File: config.mk
export PLATFORM = sky130hd
export DESIGN_NAME = cobr_branch_unit
export DESIGN_NICKNAME = d
export VERILOG_FILES = /design/src/rtl/cobr_pkg.sv /design/src/rtl/cobr_cond.sv /design/src/rtl/cobr_target.sv /design/src/rtl/cobr_branch_unit.sv
export SDC_FILE = /design/constraint.sdc
export NUM_CORES = 1
export LEC_CHECK = 0
export BUFFER_PORTS_ARGS = -buffer_cell sky130_fd_sc_hd__buf_4
export CAP_MARGIN = 10
export CORE_ASPECT_RATIO = 0.75
export CORE_MARGIN = 2
export CORE_UTILIZATION = 43
export DETAILED_ROUTE_END_ITERATION = 10
export PLACE_DENSITY_LB_ADDON = 0.12
export SLEW_MARGIN = 20
export SYNTH_ARGS = -nofsm -noshare
export SYNTH_HDL_FRONTEND = slang
export SYNTH_SLANG_ARGS = --single-unit
File: constraint.sdc
create_clock -name vclk -period 8.05
set_input_delay 1.61 -clock vclk [all_inputs]
set_output_delay 1.61 -clock vclk [all_outputs]
set_load 0.005 [all_outputs]
File: src/rtl/cobr_pkg.sv
package cobr_pkg;
  // major opcode and the sub-opcodes that select the branch kind
  localparam logic [3:0] OPC_BRANCH  = 4'd8;
  localparam logic [2:0] KIND_ABS    = 3'd0;
  localparam logic [2:0] KIND_REL_R0 = 3'd1;
  localparam logic [2:0] KIND_REL_SC = 3'd2;

  // absolute jump conditions
  localparam logic [2:0] FLAG_ALWAYS = 3'd0;
  localparam logic [2:0] FLAG_ZERO   = 3'd1;
  localparam logic [2:0] FLAG_OVF    = 3'd2;

  // stage counter tests
  localparam logic [1:0] SC_LT = 2'd0;
  localparam logic [1:0] SC_GE = 2'd1;
  localparam logic [1:0] SC_LE = 2'd2;
endpackage

File: src/rtl/cobr_cond.sv
module cobr_cond #(
  parameter int DATA_W  = 16,
  parameter int STAGE_W = 8
) (
  input  logic [DATA_W-1:0]  r0_i,
  input  logic [15:0]        r0_imm_i,
  input  logic               r0_ge_i,
  input  logic [STAGE_W-1:0] stage_i,
  input  logic [7:0]         sc_imm_i,
  input  logic [1:0]         sc_code_i,
  input  logic [2:0]         flag_code_i,
  input  logic               zero_i,
  input  logic               ovf_i,
  output logic               abs_ok_o,
  output logic               r0_ok_o,
  output logic               sc_ok_o
);
  import cobr_pkg::*;

  localparam int RW = (DATA_W > 16) ? DATA_W : 16;
  localparam int SW = (STAGE_W > 8) ? STAGE_W : 8;

  function automatic logic r0_below(input logic [RW-1:0] a, input logic [RW-1:0] b);
    return a < b;
  endfunction

  function automatic logic sc_below(input logic [SW-1:0] a, input logic [SW-1:0] b);
    return a < b;
  endfunction

  logic r0_lt, sc_lt, sc_eq;
  assign r0_lt = r0_below(RW'(r0_i), RW'(r0_imm_i));
  assign sc_lt = sc_below(SW'(stage_i), SW'(sc_imm_i));
  assign sc_eq = (SW'(stage_i) == SW'(sc_imm_i));

  assign r0_ok_o = r0_ge_i ? !r0_lt : r0_lt;

  always_comb begin
    case (sc_code_i)
      SC_LT:   sc_ok_o = sc_lt;
      SC_GE:   sc_ok_o = !sc_lt;
      SC_LE:   sc_ok_o = sc_lt | sc_eq;
      default: sc_ok_o = 1'b0;
    endcase
  end

  always_comb begin
    case (flag_code_i)
      FLAG_ALWAYS: abs_ok_o = 1'b1;
      FLAG_ZERO:   abs_ok_o = zero_i;
      FLAG_OVF:    abs_ok_o = ovf_i;
      default:     abs_ok_o = 1'b0;
    endcase
  end
endmodule

File: src/rtl/cobr_target.sv
module cobr_target #(
  parameter int PC_W   = 11,
  parameter int DATA_W = 16
) (
  input  logic [PC_W-1:0]   pc_i,
  input  logic [10:0]       abs_field_i,
  input  logic [DATA_W-1:0] reg_val_i,
  input  logic              use_reg_i,
  input  logic              neg_i,
  input  logic [6:0]        mag_i,
  output logic [PC_W-1:0]   abs_tgt_o,
  output logic [PC_W-1:0]   rel_tgt_o,
  output logic [PC_W-1:0]   seq_pc_o
);
  function automatic logic [PC_W-1:0] rel_step(input logic [PC_W-1:0] base,
                                               input logic neg,
                                               input logic [6:0] mag);
    logic [PC_W-1:0] m;
    m = PC_W'(mag);
    return neg ? (base - m) : (base + m);
  endfunction

  assign seq_pc_o  = pc_i + PC_W'(1);
  assign rel_tgt_o = rel_step(pc_i, neg_i, mag_i);
  assign abs_tgt_o = use_reg_i ? PC_W'(reg_val_i) : PC_W'(abs_field_i);
endmodule

File: src/rtl/cobr_branch_unit.sv
module cobr_branch_unit #(
  parameter int PC_W    = 11,
  parameter int DATA_W  = 16,
  parameter int REG_N   = 4,
  parameter int STAGE_W = 8
) (
  input  logic [PC_W-1:0]         pc_i,
  input  logic [31:0]             insn_i,
  input  logic [REG_N*DATA_W-1:0] regs_i,
  input  logic [STAGE_W-1:0]      stage_i,
  input  logic                    alu_zero_i,
  input  logic                    alu_ovf_i,
  output logic [PC_W-1:0]         next_pc_o,
  output logic                    taken_o
);
  import cobr_pkg::*;

  localparam int IDX_W = (REG_N > 1) ? $clog2(REG_N) : 1;

  // register file slices
  logic [DATA_W-1:0] reg_file [REG_N];
  for (genvar g = 0; g < REG_N; g++) begin : g_slice
    assign reg_file[g] = regs_i[g*DATA_W +: DATA_W];
  end

  // decode
  logic is_branch, kind_abs, kind_r0, kind_sc;
  assign is_branch = (insn_i[31:28] == OPC_BRANCH);
  assign kind_abs  = is_branch && (insn_i[27:25] == KIND_ABS);
  assign kind_r0   = is_branch && (insn_i[27:25] == KIND_REL_R0);
  assign kind_sc   = is_branch && (insn_i[27:25] == KIND_REL_SC);

  logic [DATA_W-1:0] reg_sel;
  assign reg_sel = reg_file[insn_i[IDX_W-1:0]];

  // condition evaluation
  logic abs_ok, r0_ok, sc_ok;
  cobr_cond #(.DATA_W(DATA_W), .STAGE_W(STAGE_W)) u_cond (
    .r0_i        (reg_file[0]),
    .r0_imm_i    (insn_i[15:0]),
    .r0_ge_i     (insn_i[16]),
    .stage_i     (stage_i),
    .sc_imm_i    (insn_i[7:0]),
    .sc_code_i   (insn_i[16:15]),
    .flag_code_i (insn_i[24:22]),
    .zero_i      (alu_zero_i),
    .ovf_i       (alu_ovf_i),
    .abs_ok_o    (abs_ok),
    .r0_ok_o     (r0_ok),
    .sc_ok_o     (sc_ok)
  );

  // target arithmetic
  logic [PC_W-1:0] abs_tgt, rel_tgt, seq_pc;
  cobr_target #(.PC_W(PC_W), .DATA_W(DATA_W)) u_tgt (
    .pc_i        (pc_i),
    .abs_field_i (insn_i[12:2]),
    .reg_val_i   (reg_sel),
    .use_reg_i   (insn_i[21]),
    .neg_i       (insn_i[24]),
    .mag_i       (insn_i[23:17]),
    .abs_tgt_o   (abs_tgt),
    .rel_tgt_o   (rel_tgt),
    .seq_pc_o    (seq_pc)
  );

  // named events for the checker
  logic take_abs, take_rel;
  assign take_abs = kind_abs & abs_ok;
  assign take_rel = (kind_r0 & r0_ok) | (kind_sc & sc_ok);

  always_comb begin
    taken_o   = take_abs | take_rel;
    next_pc_o = seq_pc;
    if (take_abs)      next_pc_o = abs_tgt;
    else if (take_rel) next_pc_o = rel_tgt;
  end
endmodule

After elaboration in Yosys (flattened, before gate mapping)
Cells that the tools add are included.
Widths: inputs -> output; s select.
{"block": "word_totals", "wordCells": 39, "inputBits": 117, "regBits": 0, "output_inout_bits": 12}
{"block": "classes", "n_mux": 10, "add_sub_neg": 3, "eq_ne": 8, "magnitude_cmp": 3, "n_reduce_logical": 8, "bitwise": 7}
{"op": "$mux 11", "n": 6}
{"op": "$bmux 16 s2", "n": 1}
{"op": "$lt 16x16->1", "n": 1}
{"op": "$add 11x1->11 const B", "n": 1}
{"op": "$add 11x7->11", "n": 1}
{"op": "$sub 11x7->11", "n": 1}
{"op": "$eq 8x8->1", "n": 1}
{"op": "$lt 8x8->1", "n": 1}
{"op": "$eq 3x1->1 const B", "n": 2}
{"op": "$eq 3x2->1 const B", "n": 2}
{"op": "$logic_not 3->1", "n": 2}
{"op": "$pmux 1 s3", "n": 2}
{"op": "$eq 4x4->1 const B", "n": 1}
{"op": "$and 1x1->1", "n": 3}
{"op": "$ge 3x3->1 const B", "n": 1}
{"op": "$logic_and 1x1->1", "n": 3}
{"op": "$not 2->3", "n": 1}
{"op": "$or 1x1->1", "n": 3}
{"op": "$eq 2x1->1 const B", "n": 1}
{"op": "$eq 2x2->1 const B", "n": 1}
{"op": "$logic_not 1->1", "n": 2}
{"op": "$logic_not 2->1", "n": 1}
{"op": "$mux 1", "n": 1}

Depth between registers and ports, before layout
Gate-level depths: netlist (run 1).
{"block": "logic_depth", "depth_word": 7, "mapped_depth": 20, "ltp_nobuf": 19}

Hierarchy
From an unflattened synthesis (run 1), not the netlist that was laid out.
{"block": "hier_totals", "cells_unflattened": 286, "hier_area_um2": 2292.2}
{"mod": "cobr_target", "area_per_inst_um2": 913.4, "seq_area_each_um2": 0.0, "n_inst": 1, "cells_per_inst": 125}
{"mod": "cobr_branch_unit", "area_per_inst_um2": 754.5, "seq_area_each_um2": 0.0, "n_inst": 1, "cells_per_inst": 69}
{"mod": "cobr_cond", "area_per_inst_um2": 624.3, "seq_area_each_um2": 0.0, "n_inst": 1, "cells_per_inst": 92}

Worst setup path before layout (run 1)
OpenSTA, ideal clock, no wires.
{"block": "synth_timing", "path_kind": "in2out", "from": "input port insn_i[1]", "to": "output port next_pc_o[10]", "setup_slack_ns": 1.142, "path_stages": 20, "path_buffers": 1, "arrival_time_ns": 5.298, "path_cell_list": "buf_1 inv_1 ha_1 nor2b_4 o211ai_2 a21oi_2 o41ai_1 a211oi_2 nand2_1 nand2_2 a211o_1 fa_1 nand2b_1 a21boi_0 o31ai_1 a21oi_1 a21o_1 a21oi_1 xor3_1 a21oi_1"}
{"block": "synth_via", "elab_chain_cells": 7, "word_cells_on_any_way": 18}
{"element": "from (decl)", "line": "cobr_branch_unit.sv:8", "rtl": "input logic [31:0] insn_i,"}
{"element": "$lt 16x16->1, or another cell as far along", "line": "cobr_cond.sv:24", "rtl": "return a < b;"}
{"element": "$logic_not 1->1, or another cell as far along", "line": "cobr_cond.sv:36", "rtl": "assign r0_ok_o = r0_ge_i ? !r0_lt : r0_lt;"}
{"element": "$mux 1 / $pmux 1 s3 (equally long branches)", "line": "cobr_cond.sv:36, cobr_cond.sv:39"}
{"element": "$and 1x1->1", "line": "cobr_branch_unit.sv:70", "rtl": "assign take_rel = (kind_r0 & r0_ok) | (kind_sc & sc_ok);"}
{"element": "$or 1x1->1", "line": "cobr_branch_unit.sv:70"}
{"element": "$mux 11", "line": "cobr_branch_unit.sv:76", "rtl": "else if (take_rel) next_pc_o = rel_tgt;"}
{"element": "$mux 11 (*)", "line": "cobr_branch_unit.sv:75", "rtl": "if (take_abs) next_pc_o = abs_tgt;"}
{"element": "to (decl)", "line": "cobr_branch_unit.sv:13", "rtl": "output logic [PC_W-1:0] next_pc_o,"}
Mark *: on every way between the ends. The rest lies on a longest branch, timed or not. The select of a mux whose other input is x is not followed.

Worst setup path after layout (run 1)
Same ends and word-level chain as after synthesis.

==> results of run 1 <==
-- routing by layer --
layer / global-route usage (%) / part of all wire, % / up-vias
met5: 0 / 0 / -
met4: 0.765 / 0 / 0
met3: 2.59 / 7.5 / 0
met2: 39.3 / 46 / 74
met1: 31.7 / 47 / 877
li1: - / - / 1056
-- area by class of cell --
cell class | count | area, µm² | area share, %
inverter | 25 | 93.8 | 3.57
multi-input combinational | 193 | 1610 | 61.4
timing repair buffer | 114 | 856 | 32.6
tap | 52 | 65.1 | 2.48
-- critical path: cells and delay by family --
kind            cells  cell delay [ps]
xor+xnor            1              180
fa+ha+maj           2              730
buf+inv             3              410
simple gates        4              580
compound gates     11             2240
-- cells in the mapped netlist, drive strengths merged --
master  number
nor4         1
mux2         1
xor2         5
nand2       11
o41ai        1
clkbuf       4
a21o         4
ha          34
nor3b        1
or4          1
mux2i        6
a31o         2
o21a         5
nand4        3
o21ai       17
and2         1
o31ai        1
nand2b       3
or3          3
inv         25
buf          3
o22ai        1
a211oi       9
o311a        1
mux4        11
a21boi       2
nor3         9
xor3         1
xnor2        2
fa           1
a211o        1
nor2b        6
nor2        23
a21oi       16
o211ai       1
nand3b       2
nand3        4
a31oi        1
a41oi        1
or2          1
-- through the flow --
step | total power, mW | hold slack [ps]
final | 0.117 | 3610
after global routing | 0.131 | 3670
after CTS | 0.118 | 3610
after detailed placement | 0.117 | 3610
after global placement | 0.116 | 3610
after floorplan | 0.0593 | 3410
-- kinds of logic (layout without fill, tap and decap cells) --
kind of cell             Yosys count  after routing
adder cells (fa/ha/maj)           35             35
XOR/XNOR                           8              8
AND/OR/NAND/NOR                   69             69
buffers and inverters             32            139
multiplexers                      18             18
AO/OA/AOI/OAI                     63             63
-- report_power, final --
group | switching, mW | internal [mW]
clock network | 0 | 0
registers | 0 | 0
logic | 0.0471 | 0.0700
-- worst max-delay path by stage --
stage                     startpoint  slack [ps]             to  cells past startpoint
after floorplan            insn_i[1]        1140  next_pc_o[10]                     20
after global placement     insn_i[1]         770  next_pc_o[10]                     21
after detailed placement   insn_i[1]         770  next_pc_o[10]                     21
after CTS                  insn_i[1]         730  next_pc_o[10]                     21
after global routing       insn_i[1]         270  next_pc_o[10]                     21
final                      insn_i[1]         710  next_pc_o[10]                     21
==> flow_summary.yaml, run 1 <==
min_path:
  holdCritPathClass: "primary input to primary output"
  min_from: "insn_i[10]"
  hold_end: "next_pc_o[8]"
  hold_path_depth: 4
logic_synthesis:
  synthXorXnorAreaFrac_pct: 4.90
  synth_area_per_cell_um2: 7.71
  yosys-top-cells-area: "ha_1, mux4_2, inv_1, nor2_1, o21ai_0"
  yosysSeqAreaShare_pct: 0
  synth_top_family_by_area: "adder cells"
  syn_inst: 225
  synth_compound_gate_area_share_pct: 23.9
  synthAdderAreaFrac_pct: 25.7
  synth_largest_area_cell: "ha_1"
  netlist.area_leader.share_pct: 24.5
  synth_mux_area_share_pct: 18.4
  ys_types: 46
  yosysWarningCount: 0
  synth.net_count: 377
  synth-simple-area-share_pct: 20.2
  syn_area_um2: 1740
routing:
  wirelength_mm: 5.09
  vias: 2007
  drtPass1Iterations: 4
  viasPerCell: 5.23
  ant_nets: 0
  first_iter_violations: 57
  drcViolationCount: 0
  wl_per_cell_um: 13.2
cells_and_area:
  nFillCells: 342
  diodes: 0
  layout_common_cells: "buf_4, ha_1, inv_1, nor2_1, o21ai_0"
  area.sequential_um2: 0
  fin_cells: 384
  drive_above_1_share_pct: 41.0
  layout_commonest_cell: "buf_4"
  areaGrowthSynthToFinish_pct: 51.5
  nets: 486
  nClkBuffers: 0
  design_area_um2: 2630
  final_core_util_pct: 70.0
  design.seq.count: 0
global_route:
  grt_use_total_pct: 22.4
  grt_max_degree: 24
  antenna_found_initial: 0
  grt_pass1_vias: 1905
  grt_pass1_wl_mm: 8.42
  overflow: 0
clocking:
  cts.repair.resized: 0
  postCtsSetupBuffers: 0
  holdBufCountCts: 0
placement:
  port_buffers: 114
  placed_cell_area_um2: 2630
  pre_cts_ws_ps: 774
  gp_congestion: 0.890
  placed_cells: 384
  place_hpwl_mm: 4.58
timing:
  slew_violations: 0
  rsz0062_at_grt: "false"
  finalCritPeriodShare_pct: 91.2
  hold_violations: 0
  max_freq_mhz: 136
  setup_ws_ps: 709
  max-slew-margin-rel_pct: 48.0
  post-route-min-period_ps: 7340
  setup_viol: 0
  tns_ps: 0
  tightest_slew_ps: 778
floorplan:
  coreArea_um2: 3760
  start_util_pct: 46.2
  io_pins: 129
  rows: 19
  dieHeight_um: 59.0
  die_w_um: 77.4
  fp.dieArea_um2: 4570
run_status:
  outcome: "finished clean"
critical_path:
  crit_chain: "buf_4, inv_1, ha_1, nor2b_4, o211ai_2, a21oi_2, o41ai_1, a211oi_2, nand2_1, nand2_2, a211o_1, fa_1, nand2b_1, a21boi_0, o31ai_1, a21oi_1, a21o_1, a21oi_1, xor3_1, a21oi_1, buf_4"
  critPathMostFrequentCell: "a21oi_1"
  cpMaxStageDelayCell: "fa_1"
  cp-end-kind: "primary output"
  arrival_ps: 5730
  worstSetupPathType: "primary input to primary output"
  crit_fanout: 12
  startpoint_type: "primary input"
  slowest_delay_ps: 420
  cp_data_required_time_ps: 6440
power_and_ir_drop:
  leakage_nw: 1.38
  ir_drop_mv: 0.0352
  powerDensity_nw_per_um2: 44.6
run:
  maxCapViolCount: 0
Power figures use the tool's default switching activity.
==> run 2: changes to the inputs <==
--- a/config.mk
+++ b/config.mk
@@ -5,11 +5,12 @@
 export SDC_FILE = /design/constraint.sdc
 export NUM_CORES = 1
 export LEC_CHECK = 0
+export ABC_AREA = 1
 export BUFFER_PORTS_ARGS = -buffer_cell sky130_fd_sc_hd__buf_4
 export CAP_MARGIN = 10
 export CORE_ASPECT_RATIO = 0.75
 export CORE_MARGIN = 2
-export CORE_UTILIZATION = 43
+export CORE_UTILIZATION = 44
 export DETAILED_ROUTE_END_ITERATION = 10
 export PLACE_DENSITY_LB_ADDON = 0.12
 export SLEW_MARGIN = 20
==> run 2 against run 1 <==
Effect of this change:
- global-route usage is 5.2 points higher
- worst setup slack better by 810 ps
- combinational power rose by 3%
- total power rose by 3.4%
- via count increased by 34%
- final area rose by 5.1%
- hold slack gained 12 ps
- critical path depth grew 4
- sequential cell count unchanged
- synthesized cell count is 52% higher
- critical path type unchanged
==> flow_summary.yaml, run 2 <==
run_status:
  outcome: "finished clean"
floorplan:
  fp.dieArea_um2: 4840
  io_pins: 129
  coreArea_um2: 4080
  dieHeight_um: 60.7
  rows: 20
  die_w_um: 79.6
  start_util_pct: 46.3
global_route:
  grt_max_degree: 26
  overflow: 0
  grt_pass1_wl_mm: 10.8
  antenna_found_initial: 0
  grt_use_total_pct: 27.6
  grt_pass1_vias: 2406
critical_path:
  arrival_ps: 4920
  startpoint_type: "primary input"
  cp_data_required_time_ps: 6440
  critPathLaunch: "insn_i[1]"
  worstSetupPathType: "primary input to primary output"
  crit_fanout: 13
  cp-end-kind: "primary output"
logic_synthesis:
  ys_types: 34
  yosys-top-cells-area: "ha_1, nand2_1, o21ai_0, inv_1, nor2_1"
  synth.most_common_cell: "nand2_1"
  synth.net_count: 495
  syn_area_um2: 1890
  synth_largest_area_cell: "ha_1"
  synth_area_per_cell_um2: 5.50
  netlist.area_leader.share_pct: 22.5
  yosysSeqAreaShare_pct: 0
  synthTopCellsByCount: "nand2_1, inv_1, nor2_1"
  syn_inst: 343
  yosysWarningCount: 0
timing:
  post-route-min-period_ps: 6530
  tns_ps: 0
  max_freq_mhz: 153
  setup_viol: 0
  tightest_slew_ps: 954
  slew_violations: 0
  setup_ws_ps: 1520
  finalCritPeriodShare_pct: 81.2
  rsz0062_at_grt: "false"
  hold_violations: 0
  max-slew-margin-rel_pct: 35.9
cells_and_area:
  multi_input_area_um2: 1650
  areaGrowthSynthToFinish_pct: 46.4
  layout_common_cells: "buf_4, nand2_1, inv_1, nor2_1, o21ai_0"
  nets: 601
  fin_cells: 502
  drive_above_1_share_pct: 28.2
  design.seq.count: 0
  nFillCells: 406
  area.sequential_um2: 0
  design_area_um2: 2760
  diodes: 0
  nClkBuffers: 0
  layout_commonest_cell: "buf_4"
power_and_ir_drop:
  p_int_mw: 0.0636
  powerDensity_nw_per_um2: 43.8
  seqPwrFrac_pct: 0
  leakage_nw: 1.53
  p_sw_mw: 0.0576
  ir_drop_mv: 0.0269
  power.share.clock_pct: 0
  switching_share_pct: 47.5
  power_frac_comb_pct: 100.0
run:
  maxCapViolCount: 0
placement:
  place_hpwl_mm: 5.64
  placed_cell_area_um2: 2760
  gp_congestion: 0.961
  port_buffers: 114
  placed_cells: 502
  pre_cts_ws_ps: 1570
routing:
  wirelength_mm: 6.49
  wl_per_cell_um: 12.9
  ant_nets: 0
  drtPass1Iterations: 5
  first_iter_violations: 203
  viasPerCell: 5.34
  drcViolationCount: 0
  vias: 2681
min_path:
  min_from: "insn_i[7]"
  holdCritPathClass: "primary input to primary output"
clocking:
  postCtsSetupBuffers: 0
  cts.repair.resized: 0
  holdBufCountCts: 0
## run 2: worst paths after layout
path            to  slack (ps)  cells after the start
max   next_pc_o[8]        1520                     25
min   next_pc_o[5]        3630                      4
## run 2: layout make-up
type                            instances  area share, %
Tap cell                               55           2.49
Timing Repair Buffer                  114           31.0
Inverter                               51           6.93
Multi-Input combinational cell        282           59.6
## run 2: worst max-delay path, cell delays in order
cell     delay (ps)
buf_4           150
inv_1           310
ha_1            310
a21oi_1         140
o21ai_0          80
nand2_1          70
nand3_1          80
nand2_1          60
nand2_1          50
nand3_1          90
nand2_2         110
inv_2           130
nor2_1           60
ha_1            350
a21oi_1         170
o21ai_0         110
a21oi_1         200
or2_1           150
nand2_1          50
nand2_1          50
nand2_1          50
or2_2           270
nand3_1          80
nand2_1          60
buf_4           130
## run 2: per-layer routing
layer | track usage [%] | vias up | share of wire (%)
li1 | - | 1371 | -
met1 | 39.9 | 1191 | 47
met2 | 46.7 | 115 | 43
met3 | 3.13 | 4 | 9.6
met4 | 1.72 | 0 | 0.32
met5 | 0 | - | 0
## run 2: power by group through the flow
stage / Sequential, mW / Clock (mW) / Combinational (mW)
finish: 0 / 0 / 0.121
global route: 0 / 0 / 0.137
CTS: 0 / 0 / 0.121
detailed placement: 0 / 0 / 0.120
global placement: 0 / 0 / 0.117
floorplan: 0 / 0 / 0.0584
## run 2: cells by family after synthesis
kind of cell,Yosys count,synth area share [%]
AND/OR/NAND/NOR,146,33.9
AO/OA/AOI/OAI,96,27.5
buffers and inverters,61,12.7
adder cells (fa/ha/maj),35,23.6
XOR/XNOR,5,2.32
## run 2: stage by stage
step	hold slack, ps	utilization [%]	power (mW)
finish	3630	67.8	0.121
global placement	3600	67.8	0.117
detailed placement	3610	67.8	0.120
CTS	3610	67.8	0.121
global route	3640	67.8	0.137
floorplan	3400	-	0.0584
==> run 3: changes to the inputs <==
--- a/config.mk
+++ b/config.mk
@@ -10,7 +10,7 @@
 export CAP_MARGIN = 10
 export CORE_ASPECT_RATIO = 0.75
 export CORE_MARGIN = 2
-export CORE_UTILIZATION = 44
+export CORE_UTILIZATION = 40
 export DETAILED_ROUTE_END_ITERATION = 10
 export PLACE_DENSITY_LB_ADDON = 0.12
 export SLEW_MARGIN = 20
==> constraint.sdc (replaced) <==
create_clock -name vclk -period 5.75
set_input_delay 1.15 -clock vclk [all_inputs]
set_output_delay 1.15 -clock vclk [all_outputs]
set_load 0.005 [all_outputs]
==> run 3 against run 2 <==
Effect of this change:
- combinational power rose by 45%
- cell count rose by 1.6%
- critical path type unchanged
- critical endpoint unchanged
- die area rose by 9.4%
- core utilization fell by 4.0 points
==> flow_summary.yaml, run 3 (synthesized netlist as in run 2, its figures left out) <==
critical_path:
  worstSetupPathType: "primary input to primary output"
  cp_data_required_time_ps: 4600
  slowest_delay_ps: 290
  cpMaxStageDelayCell: "ha_1"
  arrival_ps: 4240
  crit_fanout: 12
  cp-end-kind: "primary output"
  critPathMostFrequentCell: "nand2_1"
  startpoint_type: "primary input"
min_path:
  hold_end: "next_pc_o[5]"
  hold_path_depth: 4
  min_from: "insn_i[7]"
  holdCritPathClass: "primary input to primary output"
routing:
  ant_nets: 0
  drtPass1Iterations: 4
  drcViolationCount: 0
  viasPerCell: 5.16
  first_iter_violations: 178
  wirelength_mm: 6.64
  vias: 2631
  wl_per_cell_um: 13.0
global_route:
  grt_pass1_vias: 2346
  grt_max_degree: 26
  antenna_found_initial: 0
  grt_use_total_pct: 24.0
  grt_pass1_wl_mm: 10.8
  overflow: 0
placement:
  port_buffers: 114
  place_hpwl_mm: 5.65
  gp_congestion: 0.893
cells_and_area:
  nClkBuffers: 0
  final_core_util_pct: 63.7
  nets: 607
  layout_commonest_cell: "buf_4"
  drive_above_1_share_pct: 30.7
  areaGrowthSynthToFinish_pct: 51.6
  diodes: 0
  layout_common_cells: "buf_4, nand2_1, inv_1, nor2_1, o21ai_0"
  multi_input_area_um2: 1690
  nFillCells: 457
  area.sequential_um2: 0
  design.seq.count: 0
floorplan:
  coreArea_um2: 4490
  io_pins: 129
  fp.dieArea_um2: 5290
  rows: 21
  die_w_um: 83.3
  dieHeight_um: 63.5
  start_util_pct: 42.0
timing:
  finalCritPeriodShare_pct: 93.7
  max_freq_mhz: 186
  hold_violations: 0
  post-route-min-period_ps: 5390
  slew_violations: 0
  setup_viol: 0
  tightest_slew_ps: 564
  tns_ps: 0
  max-slew-margin-rel_pct: 62.4
  whs_ps: 2670
power_and_ir_drop:
  powerDensity_nw_per_um2: 61.1
  leakage_nw: 1.56
  ir_drop_mv: 0.0332
run_status:
  outcome: "finished clean"
run:
  maxCapViolCount: 0
clocking:
  holdBufCountCts: 0
run 3: cell types whose count changed in the layout (fill, tap and decap cells not counted), sizes merged:
cell      delta
inv          -1
clkinvlp     +1
buf          +6
run 3: worst max-delay path by stage:
stage                          from      endpoint  cells after the start  slack [ps]
after floorplan           insn_i[1]  next_pc_o[8]                     24         790
after global placement    insn_i[1]  next_pc_o[8]                     25         330
after detailed placement  insn_i[1]  next_pc_o[8]                     25         320
after CTS                 insn_i[1]  next_pc_o[8]                     25         310
after global routing      insn_i[1]  next_pc_o[8]                     28         -10
final                     insn_i[1]  next_pc_o[8]                     28         360
run 3: where the power goes:
group	total [mW]	internal (mW)	leakage [nW]	switching, mW
Combinational	0.175	0.0921	1.56	0.0829
Clock	0	0	0	0
Sequential	0	0	0	0
Total	0.175	0.0921	1.56	0.0829
run 3: repair_timing:
action | CTS | global route
endpoints found under the setup margin | 0 | 2
gates resized for setup | 0 | 9
setup buffers | 0 | 4
run 3: final cells by class:
class | count | area share [%]
tap | 57 | 2.49
multi-input combinational | 282 | 59.1
timing repair buffer | 120 | 31.5
inverter | 51 | 6.91
run 3: critical path, delay by kind of cell:
kind                     cells  cell delay [ps]
AND/OR/NAND/NOR             19             1490
AO/OA/AOI/OAI                3              480
adder cells (fa/ha/maj)      2              570
buffers and inverters        4              540
run 3: through the flow:
stage | setup WS (ps) | instances | total power [mW] | area [µm²]
5_1_grt | -11.7 | 510 | 0.196 | 2860
2_1_floorplan | 786 | 343 | 0.0817 | 1890
3_3_place_gp | 332 | 506 | 0.166 | 2780
4_1_cts | 310 | 506 | 0.169 | 2780
6_report | 363 | 510 | 0.175 | 2860
3_5_place_dp | 323 | 506 | 0.169 | 2780
run 3: routing by layer:
metal | global-route usage, % | part of all wire (%) | routed length (µm) | vias to the layer above
met2 | 39.5 | 43 | 2880 | 98
met4 | 1.02 | 0.66 | 44 | 0
met5 | 0 | 0 | 0 | -
met1 | 35.6 | 49 | 3240 | 1141
li1 | - | - | - | 1386
met3 | 2.10 | 7.1 | 471 | 6
